**config.mk**
```make
export PLATFORM = sky130hd
export DESIGN_NAME = ssp_stratum_sizer
export DESIGN_NICKNAME = d
export VERILOG_FILES = /design/src/rtl/ssp_pkg.sv /design/src/rtl/ssp_cause_decode.sv /design/src/rtl/ssp_conf_ctr.sv /design/src/rtl/ssp_size_reg.sv /design/src/rtl/ssp_stratum_sizer.sv
export SDC_FILE = /design/constraint.sdc
export NUM_CORES = 1
export LEC_CHECK = 0
export BUFFER_PORTS_ARGS = -buffer_cell sky130_fd_sc_hd__buf_4
export CELL_PAD_IN_SITES_DETAIL_PLACEMENT = 0
export CELL_PAD_IN_SITES_GLOBAL_PLACEMENT = 1
export CORE_MARGIN = 5
export CORE_UTILIZATION = 31
export CTS_CLUSTER_SIZE = 24
export DETAILED_ROUTE_END_ITERATION = 8
export GPL_ROUTABILITY_DRIVEN = 0
export MAX_ROUTING_LAYER = met4
export PLACE_DENSITY_LB_ADDON = 0.1
export SETUP_SLACK_MARGIN = 0.2
export SLEW_MARGIN = 20
export SYNTH_ARGS = -nofsm -noshare
export SYNTH_HDL_FRONTEND = slang
export SYNTH_HIERARCHICAL = 1
export SYNTH_SLANG_ARGS = --single-unit
```
**constraint.sdc**
```tcl
create_clock -name clk -period 2.2 [get_ports clk]
set_input_delay 0.22 -clock clk [delete_from_list [all_inputs] [get_ports clk]]
set_output_delay 0.22 -clock clk [all_outputs]
set_load 0.005 [all_outputs]
```
**src/rtl/ssp_pkg.sv**
```systemverilog
package ssp_pkg;

  typedef enum logic [1:0] {
    MODE_UNBOUNDED    = 2'd0,
    MODE_CONVENTIONAL = 2'd1,
    MODE_BOUNDED      = 2'd2,
    MODE_SPARE        = 2'd3
  } run_mode_e;

  // Modes in which running out of buffer counts against the stratum size.
  function automatic logic overflow_shrinks(input run_mode_e m);
    return (m == MODE_CONVENTIONAL) || (m == MODE_BOUNDED);
  endfunction

  // Midpoint of an n-bit confidence counter.
  function automatic int unsigned conf_mid(input int unsigned n);
    return 32'd1 << (n - 1);
  endfunction

  // Top value of an n-bit confidence counter.
  function automatic int unsigned conf_top(input int unsigned n);
    return (32'd1 << n) - 32'd1;
  endfunction

endpackage

```
**src/rtl/ssp_cause_decode.sv**
```systemverilog
module ssp_cause_decode
  import ssp_pkg::*;
(
  input  logic      stratum_end,
  input  logic      end_barrier,
  input  logic      end_overflow,
  input  logic      end_full,
  input  run_mode_e mode,
  output logic      dec_req,
  output logic      inc_req
);

  logic shrink_cause;

  always_comb begin
    shrink_cause = end_barrier || (end_overflow && overflow_shrinks(mode));
    dec_req      = stratum_end && shrink_cause;
    inc_req      = stratum_end && !shrink_cause && end_full;
  end

endmodule

```
**src/rtl/ssp_conf_ctr.sv**
```systemverilog
module ssp_conf_ctr
  import ssp_pkg::*;
#(
  parameter int CNT_W = 2
) (
  input  logic             clk,
  input  logic             rst_n,
  input  logic             dec_req,
  input  logic             inc_req,
  input  logic             size_moved,
  output logic [CNT_W-1:0] conf,
  output logic             lo_sat,
  output logic             hi_sat
);

  localparam logic [CNT_W-1:0] MID = CNT_W'(conf_mid(CNT_W));
  localparam logic [CNT_W-1:0] TOP = CNT_W'(conf_top(CNT_W));

  logic at_low, at_high;

  always_comb begin
    at_low = (conf == '0);
    at_high = (conf == TOP);
    lo_sat = dec_req && at_low;
    hi_sat = inc_req && at_high;
  end

  always_ff @(posedge clk) begin
    if (!rst_n) begin
      conf <= MID;
    end else if (size_moved) begin
      conf <= MID;
    end else if (dec_req && !at_low) begin
      conf <= conf - 1'b1;
    end else if (inc_req && !at_high) begin
      conf <= conf + 1'b1;
    end
  end

endmodule

```
**src/rtl/ssp_size_reg.sv**
```systemverilog
module ssp_size_reg #(
  parameter int MIN_LOG2  = 6,
  parameter int MAX_LOG2  = 14,
  parameter int INIT_LOG2 = 10,
  parameter int EXP_W     = 4,
  parameter int THR_W     = 15
) (
  input  logic             clk,
  input  logic             rst_n,
  input  logic             shrink_req,
  input  logic             grow_req,
  input  logic             exec_start,
  output logic             size_moved,
  output logic [EXP_W-1:0] pending_exp,
  output logic [THR_W-1:0] threshold
);

  localparam logic [EXP_W-1:0] EXP_MIN  = EXP_W'(MIN_LOG2);
  localparam logic [EXP_W-1:0] EXP_MAX  = EXP_W'(MAX_LOG2);
  localparam logic [EXP_W-1:0] EXP_INIT = EXP_W'(INIT_LOG2);

  logic [EXP_W-1:0] active_exp;
  logic             shrink_go, grow_go;

  always_comb begin
    shrink_go  = shrink_req && (pending_exp > EXP_MIN);
    grow_go    = grow_req && (pending_exp < EXP_MAX);
    size_moved = shrink_go || grow_go;
  end

  always_ff @(posedge clk) begin
    if (!rst_n) begin
      pending_exp <= EXP_INIT;
    end else if (shrink_go) begin
      pending_exp <= pending_exp - 1'b1;
    end else if (grow_go) begin
      pending_exp <= pending_exp + 1'b1;
    end
  end

  always_ff @(posedge clk) begin
    if (!rst_n) begin
      active_exp <= EXP_INIT;
    end else if (exec_start) begin
      active_exp <= pending_exp;
    end
  end

  assign threshold = THR_W'(1) << active_exp;

endmodule

```
**src/rtl/ssp_stratum_sizer.sv**
```systemverilog
module ssp_stratum_sizer
  import ssp_pkg::*;
#(
  parameter int CNT_W     = 2,
  parameter int MIN_LOG2  = 6,
  parameter int MAX_LOG2  = 14,
  parameter int INIT_LOG2 = 10
) (
  input  logic              clk,
  input  logic              rst_n,
  input  logic              stratum_end,
  input  logic              end_barrier,
  input  logic              end_overflow,
  input  logic              end_full,
  input  logic [1:0]        run_mode,
  input  logic              exec_start,
  output logic [MAX_LOG2:0] threshold
);

  localparam int EXP_W = $clog2(MAX_LOG2 + 1);
  localparam int THR_W = MAX_LOG2 + 1;

  logic             dec_req, inc_req;
  logic             lo_sat, hi_sat, size_moved;
  logic [CNT_W-1:0] conf;
  logic [EXP_W-1:0] pending_exp;
  run_mode_e        mode;

  assign mode = run_mode_e'(run_mode);

  ssp_cause_decode u_dec (
    .stratum_end (stratum_end),
    .end_barrier (end_barrier),
    .end_overflow(end_overflow),
    .end_full    (end_full),
    .mode        (mode),
    .dec_req     (dec_req),
    .inc_req     (inc_req)
  );

  ssp_conf_ctr #(.CNT_W(CNT_W)) u_conf (
    .clk       (clk),
    .rst_n     (rst_n),
    .dec_req   (dec_req),
    .inc_req   (inc_req),
    .size_moved(size_moved),
    .conf      (conf),
    .lo_sat    (lo_sat),
    .hi_sat    (hi_sat)
  );

  ssp_size_reg #(
    .MIN_LOG2 (MIN_LOG2),
    .MAX_LOG2 (MAX_LOG2),
    .INIT_LOG2(INIT_LOG2),
    .EXP_W    (EXP_W),
    .THR_W    (THR_W)
  ) u_size (
    .clk        (clk),
    .rst_n      (rst_n),
    .shrink_req (lo_sat),
    .grow_req   (hi_sat),
    .exec_start (exec_start),
    .size_moved (size_moved),
    .pending_exp(pending_exp),
    .threshold  (threshold)
  );

endmodule

```
-- Yosys cells after proc, flatten, opt, wreduce, memory -nomap -nowiden
Cells that the tools add are included.
- input port bits: 9
- register bits after elaboration: 10
- output and inout bits: 15
- word-level logic and storage cells: 38
- reduce and logical (&&, ||, !) cells: 20
- order comparisons: 2
- bitwise logic cells: 1
- $add $sub $neg: 4
- equal/unequal tests: 3
- shift operators: 1
- mux-type cells: 4
- operators with widths (cell ; count):
    $shl 1x4->15 const A ; 1
    $logic_and 1x1->1 ; 10
    $mux 4 ; 2
    $add 4x1->4 const B ; 1
    $eq 2x2->1 const B ; 2
    $gt 4x3->1 const B ; 1
    $lt 4x4->1 const B ; 1
    $mux 2 ; 2
    $reduce_bool 2->1 ; 2
    $sub 4x1->4 const B ; 1
    $logic_not 1->1 ; 3
    $logic_or 1x1->1 ; 3
    $add 2x1->2 const B ; 1
    $eq 2x1->1 const B ; 1
    $logic_not 2->1 ; 1
    $reduce_or 2->1 ; 1
    $sub 2x1->2 const B ; 1
    $not 1->1 ; 1

-- Longest topological paths before layout
Gate-level depths: netlist of run 1.
- word-level depth: 11
- depth in mapped cells: 10
- gate-level depth less buffers: 10

-- By module
Netlist of run 1, hierarchy kept.
- by module, submodules not included (module ; instances ; area an instance (um^2) ; seq. area each (um^2) ; cells an instance):
    ssp_size_reg ; 1 ; 559.3 ; 160.2 ; 68
    ssp_conf_ctr ; 1 ; 113.9 ; 40.0 ; 12
    ssp_cause_decode ; 1 ; 40.0 ; 0.0 ; 7

-- Worst setup path before layout of run 1
Ideal clock, no wire load.
- path type: input -> register
- from: input port run_mode[1]
- to: register u_size.pending_exp[3]
- path buffers: 0
- arrival: 2.208 ns
- data required time: 2.064 ns
- cell stages on the path: 10
- slack: -0.145 ns
- cell sequence: xnor2_1 -> o21ai_0 -> nor3b_1 -> nand2_1 -> inv_1 -> ha_1 -> a211oi_1 -> o211ai_1 -> a21oi_1 -> a41oi_1
- RTL lines (item ; RTL line ; text):
    start, declared ; ssp_stratum_sizer.sv:15 ; input logic [1:0] run_mode,
    $eq 2x1->1 or $eq 2x2->1 (tied branches) ; ssp_pkg.sv:12 ; return (m == MODE_CONVENTIONAL) || (m == MODE_BOUNDED);
    $logic_or 1x1->1 * ; ssp_pkg.sv:12 ;
    $logic_and 1x1->1 * ; ssp_cause_decode.sv:16 ; shrink_cause = end_barrier || (end_overflow && overflow_shrinks(mode));
    $logic_or 1x1->1 * ; ssp_cause_decode.sv:16 ;
    $logic_and 1x1->1 * ; ssp_cause_decode.sv:17 ; dec_req = stratum_end && shrink_cause;
    named net dec_req ; ssp_stratum_sizer.sv:23 ; logic dec_req, inc_req;
    $logic_and 1x1->1 * ; ssp_conf_ctr.sv:24 ; lo_sat = dec_req && at_low;
    named net lo_sat ; ssp_stratum_sizer.sv:24 ; logic lo_sat, hi_sat, size_moved;
    $logic_and 1x1->1 * ; ssp_size_reg.sv:26 ; shrink_go = shrink_req && (pending_exp > EXP_MIN);
    $mux 4 or $reduce_bool 2->1 (tied branches) ; - ;
    end signal, assigned ; ssp_size_reg.sv:35 ; pending_exp <= pending_exp - 1'b1;
    end signal, assigned ; ssp_size_reg.sv:37 ; pending_exp <= pending_exp + 1'b1;
    end, declared ; ssp_size_reg.sv:14 ; output logic [EXP_W-1:0] pending_exp,
Mark *: on every way through the listed nets, which the timed path passes. The rest lies on a longest branch.
A chain may end at the register's enable or synchronous reset.

-- Worst setup path in the final report of run 1
- from: register u_size.pending_exp[0]
- to: register u_size.pending_exp[3]
- longest elaborated chain between the ends: 3
- ends and longest elaborated chain (item ; RTL line ; text):
    $add 4x1->4, or another cell as far along ; ssp_size_reg.sv:37 ;
    $mux 4, or another cell as far along ; ssp_size_reg.sv:36 ; end else if (grow_go) begin
    $mux 4 or $reduce_bool 2->1 (tied branches) ; - ;
Several ways; a longest one is shown, not always the timed one. The select of a mux whose other input is x is not followed.

==> out/results.ini, run 1 <==
[synthesis]
synthTopCellsByArea=dfxtp_1, mux2i_1, nor2_1
syn-mean-instance-area_um2=8.20
yosysTopAreaCell=dfxtp_1
synth-main-ff-cell=dfxtp_1
ys_async_sr_fraction_pct=0
ys_seq_area_share_pct=28.1
synth_fp_nets=99
yosys_warnings=6
synth-seq-cells=10
synth.distinct_cells=30
netlist_area_um2=713
yosysTopAreaCellShare_pct=28.1
synthCells=87
synth_edf_count=0

[cts]
cts.sinks=10
cts_root_buf=clkbuf_4
cts_buffers=3
cts_tree=done
cts_buffer_depth=2
cts_max_level=1
clk_pin_slew_ns=0.07
clock_latency_ns=0.27

[layout]
diodes=0
layout_common_cells=buf_4, dfxtp_1, nor2_1, nand2_1, inv_1
nets=128
area.sequential_um2=200
fillers=238
mostFrequentLayoutCell=buf_4
area_delta_synth_final_pct=37.9
layout-drive-gt1-share_pct=31.3
finalNonFillerCells=143
fin_util_pct=44.5
multiInputGateArea_um2=498

[sta]
skew_ns=0.00188
period_needed_ns=1.83
finalCritPeriodShare_pct=83.1
max_freq_mhz=547
setup_viol=0
slew_violations=0
relSlewSlack_pct=82.0
layout_setup_ws_ns=0.372
finalHoldViolCount=0
rsz0062_at_grt=false
tightest_slew_ns=0.267
fin_setup_tns_ns=0

[setup_path]
worstSetupPathType=reg2reg
start_kind=flop
critPathRequiredTime_ns=2.39
cp.arrival_ns=2.02
cp-end-kind=flop
worstPathMaxFanout=6

[global_route]
use_met2_pct=17.3
grt-busiest-layer=met2
grt_use_met1_pct=14.6
antenna_found_initial=0
grt_first_pass_wirelength_um=2960
grt_pass1_vias=666
grt_max_degree=12
gr-total-overflow=0
grt_usage_pct=11.4
grt.met3_usage_pct=5.12

[die]
die_h_um=58.0
fp.dieArea_um2=3360
initial_core_util_pct=32.2
die_w_um=58.0
row_count=17
coreArea_um2=2210
ioPinCount=24

[routing]
first_pass_iters=4
drc=0
final_antenna_net_count=0
drt_iter0_drc=23
drt-total-wl_um=1670
wire_per_inst_um=11.7
vias=709
via_per_inst=4.96

[placed_design]
dpl_worst_slack_ns=0.0875
io_buffers=23
place_inst=139
dp_hpwl_um=1330

[status]
status=complete, no violations

[power_and_ir_drop]
powerDensity_nw_per_um2=473
vdd_ir_drop_max_mv=0.352
p_leak_nw=0.465

[min_path]
hold_class=in2reg

[flow_run]
max_cap_viol_count=0

## kinds of logic after synthesis
kind of cell,share of synthesized area [%]
AO/OA/AOI/OAI,17.4
multiplexers,8.42
buffers and inverters,4.21
XOR/XNOR,3.68
AND/OR/NAND/NOR,31.9
flip-flops,28.1
adder cells (fa/ha/maj),6.32
## where the power goes
part | switching (W) | internal, W | total [W] | leakage [nW]
Sequential | 0.0000165 | 0.000191 | 0.000207 | 0.0814
Clock | 0.0000649 | 0.000101 | 0.000165 | 0.0210
Combinational | 0.0000395 | 0.0000527 | 0.0000922 | 0.362
## critical path, cell delays in order (launching register included)
cell and delay, ns:
dfxtp_1 0.38, a31o_4 0.29, nand2_1 0.09, inv_1 0.06, ha_1 0.29, a211o_2 0.34
nand3_1 0.08, a21oi_1 0.07, a41oi_1 0.15
## routing by layer
layer  part of all wire [%]  vias up  wire length [µm]
li1                       -      365                 -
met1                     47      330               781
met2                     46       14               761
met3                    7.4        0               123
met4                      0        0                 0
met5                      0        -                 0
## Yosys cell counts, drive strengths merged (2+ instances only)
library cell and n:
nand3 3, mux2i 6, nor3 6, a211oi 2
nor2b 5, inv 7, nand2b 5, ha 2
dfxtp 10, xnor2 3, nand2 8, o21ai 3
nor2 9, a21oi 2
## registers in the layout, summed over array words and instances, names as in the netlist
register            count
u_size/active_exp       4
u_conf/conf             2
u_size/pending_exp      4
## stage by stage
stage	hold slack, ns	power (W)	area (µm²)
after CTS	0.178	0.000476	980
after global routing	0.194	0.000497	983
after global placement	0.462	0.000302	943
after floorplan	0.282	0.000270	724
final	0.192	0.000465	983
after detailed placement	0.464	0.000303	943
## final timing paths
path / start / end / slack, ns / cells past startpoint
setup reg to reg: u_size/pending_exp[0]$_SDFFE_PN0P_ / u_size/pending_exp[3]$_SDFFE_PN1P_ / 0.37 / 8
setup / recovery: u_size/pending_exp[0]$_SDFFE_PN0P_ / u_size/pending_exp[3]$_SDFFE_PN1P_ / 0.37 / 8
hold reg to reg: u_size/pending_exp[3]$_SDFFE_PN1P_ / u_size/pending_exp[3]$_SDFFE_PN1P_ / 0.55 / 2
hold / removal: rst_n / u_size/active_exp[3]$_SDFFE_PN1P_ / 0.19 / 2
## final cells by class
type	instances	area share (%)
well taps	28	3.56
clock buffers	4	3.69
repair buffers	25	19.1
flip-flops and latches	10	20.4
inverters	7	2.67
multi-input cells	69	50.6
## repair_timing
item                                    4_1_cts  5_1_grt
gates resized for setup                       0        1
endpoints found under the setup margin        0        1
hold buffers                                  0        0
hold endpoints to repair                      0        0
buffers inserted                              0        0
(Power assumes the default switching activity.)
==> run 2, diff against run 1 <==
clock period = 1.55 ns   (was 2.2 ns; I/O delays follow)
==> out/results.ini, run 2 (synthesized netlist as in run 1, its figures left out) <==
[global_route]
grt_first_pass_wirelength_um=3080  ; was 2960 µm
grt_usage_pct=12.0  ; was 11.4%
grt_pass1_vias=695  ; was 666
grt_max_degree=12  ; unchanged
antenna_found_initial=0  ; unchanged
gr-total-overflow=0  ; unchanged

[sta]
period_needed_ns=1.60  ; was 1.83 ns
finalHoldViolCount=0  ; unchanged
layout_setup_ws_ns=-0.0532  ; was 0.372 ns
rsz0062_at_grt=true  ; was false
setup_viol=3  ; was 0
max_freq_mhz=624  ; was 547 MHz
tightest_slew_ns=0.268  ; was 0.267 ns
finalCritPeriodShare_pct=103  ; was 83.1%
skew_ns=0.00358  ; was 0.00188 ns
whs_ns=0.125  ; was 0.192 ns
slew_violations=0  ; unchanged
relSlewSlack_pct=82.1  ; was 82.0%

[routing]
drt_iter0_drc=9  ; was 23
drc=0  ; unchanged
first_pass_iters=4  ; unchanged
drt-total-wl_um=1860  ; was 1670 µm
final_antenna_net_count=0  ; unchanged
vias=741  ; was 709
via_per_inst=4.84  ; was 4.96
wire_per_inst_um=12.1  ; was 11.7 µm

[setup_path]
start_kind=flop  ; unchanged
worstPathMaxFanout=2  ; was 6
rr_worst_depth=8  ; unchanged
cp.arrival_ns=1.80  ; was 2.02 ns
cp-end-kind=flop  ; unchanged
critPathRequiredTime_ns=1.75  ; was 2.39 ns
worstSetupPathType=reg2reg  ; unchanged

[die]
die_w_um=58.0  ; unchanged
ioPinCount=24  ; unchanged
die_h_um=58.0  ; unchanged
initial_core_util_pct=32.2  ; unchanged
coreArea_um2=2210  ; unchanged
fp.dieArea_um2=3360  ; unchanged
row_count=17  ; unchanged

[power_and_ir_drop]
powerDensity_nw_per_um2=624  ; was 473 nW/µm²
p_leak_nw=0.527  ; was 0.465 nW
vdd_ir_drop_max_mv=0.417  ; was 0.352 mV

[layout]
nets=138  ; was 128
mostFrequentLayoutCell=buf_4  ; unchanged
finalNonFillerCells=153  ; was 143
layout_common_cells=buf_4, nor2_1, dfxtp_2, nand2_1, mux2i_1  ; was buf_4, dfxtp_1, nor2_1, nand2_1, inv_1
layout-drive-gt1-share_pct=52.8  ; was 31.3%
area_delta_synth_final_pct=62.5  ; was 37.9%
diodes=0  ; unchanged
top_regs=u_size/active_exp x4, u_size/pending_exp x4, u_conf/conf x2  ; unchanged

[cts]
cts_max_level=1  ; unchanged
cts.sinks=10  ; unchanged
clock_latency_ns=0.27  ; about the same
cts_root_buf=clkbuf_4  ; unchanged
cts_buffer_depth=2  ; unchanged
cts_buffers=3  ; unchanged
postCtsHoldBufs=0  ; unchanged
cts_tree=done  ; unchanged
clk_pin_slew_ns=0.07  ; about the same

[placed_design]
dp_hpwl_um=1460  ; was 1330 µm
place_inst=148  ; was 139
io_buffers=23  ; unchanged

[status]
status=finished, violations left  ; was complete, no violations
violations=setup timing

[flow_run]
max_cap_viol_count=0  ; unchanged

[min_path]
whs_path_depth=2  ; unchanged
hold_class=in2reg  ; unchanged

## run 2: cell types whose count changed in the layout (fill, tap and decap cells not counted), sizes merged
cell  previous run  this run
buf             25        35
## run 2: worst paths after layout
kind                                     startpoint                                  to  slack [ns]
setup / recovery        u_conf/conf[0]$_SDFFE_PP0P_  u_size/pending_exp[3]$_SDFFE_PN1P_       -0.05
setup reg to reg        u_conf/conf[0]$_SDFFE_PP0P_  u_size/pending_exp[3]$_SDFFE_PN1P_       -0.05
hold reg to reg   u_size/active_exp[2]$_SDFFE_PN0P_   u_size/active_exp[2]$_SDFFE_PN0P_        0.58
hold / removal                                rst_n   u_size/active_exp[1]$_SDFFE_PN1P_        0.13
## run 2: where the power goes
group	total, W	internal, W	switching (W)	leakage (nW)
Clock	0.000243	0.000143	0.000100	0.0210
Sequential	0.000288	0.000273	0.0000152	0.0819
Combinational	0.000192	0.000111	0.0000815	0.424
Total	0.000723	0.000526	0.000197	0.527
## run 2: timing repair
action                                  4_1_cts  5_1_grt
gates resized for setup                       8        8
buffers inserted                              1        0
endpoints found under the setup margin        7       19
pin swaps                                     6        3
## run 2: layout make-up
type | instances | area (µm²)
timing repair buffer | 35 | 267
fill | 214 | 1050
tap | 28 | 35.0
clock buffer | 4 | 36.3
multi-input combinational | 69 | 586
sequential | 10 | 209
inverter | 7 | 26.3
## run 2: metrics by stage
stage | instance area (µm²) | util [%] | setup slack, ns | TNS, ns | power [W]
after CTS | 1130 | 51.1 | -0.0515 | -0.0901 | 0.000729
after floorplan | 772 | - | -0.213 | -0.387 | 0.000397
after detailed placement | 1060 | 47.9 | -0.299 | -0.736 | 0.000472
final | 1160 | 52.4 | -0.0532 | -0.0918 | 0.000723
after global routing | 1160 | 52.4 | -0.139 | -0.369 | 0.000768
after global placement | 1060 | 47.9 | -0.273 | -0.599 | 0.000468
## run 2: metal layers
metal | GRT usage, % | vias to the layer above | routed length, µm
met2 | 20.2 | 15 | 904
met1 | 13.6 | 342 | 854
met3 | 4.23 | 2 | 90
li1 | - | 382 | -
met5 | - | - | 0
met4 | 2.98 | 0 | 7
## run 2: critical path, stage by stage (launching register included)
cell and delay (ns):
dfxtp_2 0.34, nor3b_4 0.21, nand2_2 0.08, inv_2 0.10
ha_4 0.21, a211o_2 0.31, nand3_2 0.06, a21oi_1 0.06
a41oi_1 0.15
==> run 3, diff against run 2 <==
CORE_UTILIZATION = 32   (was 31)
SKIP_LAST_GASP = 1   (was unset)
SYNTH_HIERARCHICAL = unset   (was 1)
==> out/results.ini, run 3 <==
[status]
status=finished, violations left  ; unchanged
violations=setup timing  ; unchanged

[cts]
clk_pin_slew_ns=0.06  ; was 0.07 ns
clock_latency_ns=0.26  ; was 0.27 ns
cts_buffer_depth=2  ; unchanged
cts_buffers=3  ; unchanged
postCtsHoldBufs=0  ; unchanged
cts_max_level=1  ; unchanged
cts.sinks=10  ; unchanged
cts_root_buf=clkbuf_4  ; unchanged
cts_tree=done  ; unchanged

[placed_design]
dpl_worst_slack_ns=-0.379  ; was -0.299 ns
io_buffers=23  ; unchanged
dp_hpwl_um=1610  ; was 1460 µm
place_inst=152  ; was 148

[routing]
vias=791  ; was 741
final_antenna_net_count=0  ; unchanged
first_pass_iters=4  ; unchanged
wire_per_inst_um=12.9  ; was 12.1 µm
via_per_inst=5.04  ; was 4.84
drc=0  ; unchanged
drt-total-wl_um=2020  ; was 1860 µm
drt_iter0_drc=15  ; was 9

[synthesis]
synthMostInstantiatedCell=nand2_1  ; was dfxtp_1
ys_async_sr_fraction_pct=0  ; unchanged
synth_fp_nets=100  ; was 99
synthTopCellsByArea=dfxtp_1, mux2i_1, nand2_1  ; was dfxtp_1, mux2i_1, nor2_1
yosysTopAreaCellShare_pct=26.5  ; was 28.1%
ys_seq_area_share_pct=26.5  ; was 28.1%
synth_common_cells=nand2_1, dfxtp_1, nor2_1  ; was dfxtp_1, nor2_1, nand2_1
synth.distinct_cells=33  ; was 30
synth_edf_count=0  ; unchanged
synthCells=88  ; was 87
yosysTopAreaCell=dfxtp_1  ; unchanged
synth-main-ff-cell=dfxtp_1  ; unchanged
syn-mean-instance-area_um2=8.57  ; was 8.20 µm²
netlist_area_um2=754  ; was 713 µm²
yosys_warnings=0  ; was 6
synth-seq-cells=10  ; unchanged

[layout]
mostFrequentLayoutCell=buf_4  ; unchanged
layout-drive-gt1-share_pct=57.4  ; was 52.8%
finalNonFillerCells=157  ; was 153
diodes=0  ; unchanged
layout_common_cells=buf_4, nand2_1, nor2_1, dfxtp_2, mux2i_1  ; was buf_4, nor2_1, dfxtp_2, nand2_1, mux2i_1
fillers=222  ; was 214
nets=143  ; was 138
area_delta_synth_final_pct=60.9  ; was 62.5%
top_regs=u_size.active_exp x4, u_size.pending_exp x4, u_conf.conf x2  ; was u_size/active_exp x4, u_size/pending_exp x4, u_conf/conf x2

[setup_path]
worstSetupPathType=reg2reg  ; unchanged
cp-end-kind=flop  ; unchanged
cp_top_family=compound AO/OA/AOI/OAI gates  ; unchanged
cp.arrival_ns=2.02  ; was 1.80 ns
r2r_setup_slack_ns=-0.31  ; was -0.05 ns
cpMaxStageDelayCell=dfxtp_2  ; unchanged
cpPeakStageDelay_ns=0.33  ; was 0.34 ns
critPathRequiredTime_ns=1.71  ; was 1.75 ns
critPathBufInv=1  ; unchanged
crit_chain=a31oi_4 > nor3_4 > nand2_2 > inv_2 > ha_1 > a21o_1 > a21oi_2 > and4bb_1 > nor4_2  ; was nor3b_4 > nand2_2 > inv_2 > ha_4 > a211o_2 > nand3_2 > a21oi_1 > a41oi_1
worstPathMaxFanout=3  ; was 2
start_kind=flop  ; unchanged

[die]
die_h_um=58.6  ; was 58.0 µm
ioPinCount=24  ; unchanged
initial_core_util_pct=33.8  ; was 32.2%
row_count=17  ; unchanged
fp.dieArea_um2=3430  ; was 3360 µm²
coreArea_um2=2230  ; was 2210 µm²
die_w_um=58.6  ; was 58.0 µm

[power_and_ir_drop]
combPwrFrac_pct=33.5  ; was 26.6%
internal_power_w=0.000487  ; was 0.000526 W
clock_power_share_pct=24.6  ; was 33.6%
vdd_ir_drop_max_mv=0.438  ; was 0.417 mV
p_sw_share_pct=28.9  ; was 27.3%
p_leak_nw=0.578  ; was 0.527 nW
total_power_w=0.000685  ; was 0.000723 W
p_seq_share_pct=41.8  ; was 39.8%
powerDensity_nw_per_um2=564  ; was 624 nW/µm²
p_switching_w=0.000198  ; was 0.000197 W

[sta]
slew_violations=0  ; unchanged
tightest_slew_ns=0.392  ; was 0.268 ns
rsz0062_at_grt=true  ; unchanged
finalCritPeriodShare_pct=120  ; was 103%
whs_ns=0.156  ; was 0.125 ns
skew_ns=0.00169  ; was 0.00358 ns
period_needed_ns=1.86  ; was 1.60 ns
setup_viol=2  ; was 3
layout_setup_ws_ns=-0.307  ; was -0.0532 ns
finalHoldViolCount=0  ; unchanged
max_freq_mhz=538  ; was 624 MHz
relSlewSlack_pct=73.2  ; was 82.1%

[global_route]
grt_max_degree=15  ; was 12
grt_usage_pct=12.7  ; was 12.0%
gr-total-overflow=0  ; unchanged
grt_first_pass_wirelength_um=3260  ; was 3080 µm
antenna_found_initial=0  ; unchanged
grt_pass1_vias=765  ; was 695

[min_path]
hold_class=in2reg  ; unchanged

[flow_run]
max_cap_viol_count=0  ; unchanged

-- run 3: cell count changes after synthesis, sizes merged, moves of 2 or more --
cell / before / now
nand2: 8 / 14
a211oi: 2 / 5
inv: 7 / 4
nand3: 3 / 0
nor2b: 5 / 2
a31oi: 0 / 2
mux2: 0 / 2
o21ai: 3 / 1
xnor2: 3 / 1
-- run 3: logic make-up (layout without fill, tap and decap cells) --
kind of cell	count (synthesis)	in the layout	share of synthesized area, %
AO/OA/AOI/OAI	17	17	21.2
XOR/XNOR	2	2	3.32
adder cells (fa/ha/maj)	3	3	5.97
buffers and inverters	6	47	2.98
flip-flops	10	10	26.5
multiplexers	8	8	11.4
AND/OR/NAND/NOR	42	42	28.5
-- run 3: final cells by class --
type                       instances  area [µm²]  share of cell area, %
tap                               28        35.0                   2.89
inverter                           4        15.0                   1.24
multi-input combinational         72         619                   51.0
timing repair buffer              40         312                   25.7
clock buffer                       3        22.5                   1.86
sequential                        10         210                   17.3
-- run 3: layer usage --
layer	vias to the layer above	share of wire [%]	track usage, %
met3	2	3.7	2.85
li1	397	-	-
met2	12	53	21.4
met1	380	42	14.2
met5	-	0	-
met4	0	1.1	5.96
-- run 3: worst paths after layout --
check                                                        start                            endpoint  depth (start not counted)
worst max-delay path            u_size.pending_exp[0]$_SDFFE_PN0P_  u_size.pending_exp[3]$_SDFFE_PN1P_                          9
worst max register to register  u_size.pending_exp[0]$_SDFFE_PN0P_  u_size.pending_exp[3]$_SDFFE_PN1P_                          9
worst min-delay path                                         rst_n   u_size.active_exp[3]$_SDFFE_PN1P_                          2
worst min register to register   u_size.active_exp[1]$_SDFFE_PN1P_   u_size.active_exp[1]$_SDFFE_PN1P_                          2
-- run 3: timing repair --
| item | CTS | global route |
|---|---|---|
| setup buffers | 2 | 0 |
| setup endpoints to repair | 6 | 19 |
| pin swaps | 4 | 2 |
| gates resized for setup | 7 | 16 |
-- run 3: power by group through the flow --
stage          clock network (W)  registers, W  logic [W]
2_1_floorplan                  0      0.000290   0.000102
3_3_place_gp                   0      0.000286   0.000191
3_5_place_dp                   0      0.000286   0.000196
4_1_cts                 0.000180      0.000282   0.000216
5_1_grt                 0.000197      0.000288   0.000252
6_report                0.000169      0.000286   0.000230
-- run 3: metrics by stage --
step	cell area, µm²	util, %	setup TNS [ns]
final	1210	54.3	-0.494
after global placement	1070	48.1	-0.667
after global routing	1210	54.3	-0.783
after CTS	1150	51.4	-0.582
after floorplan	762	-	-0.627
after detailed placement	1070	48.1	-0.781
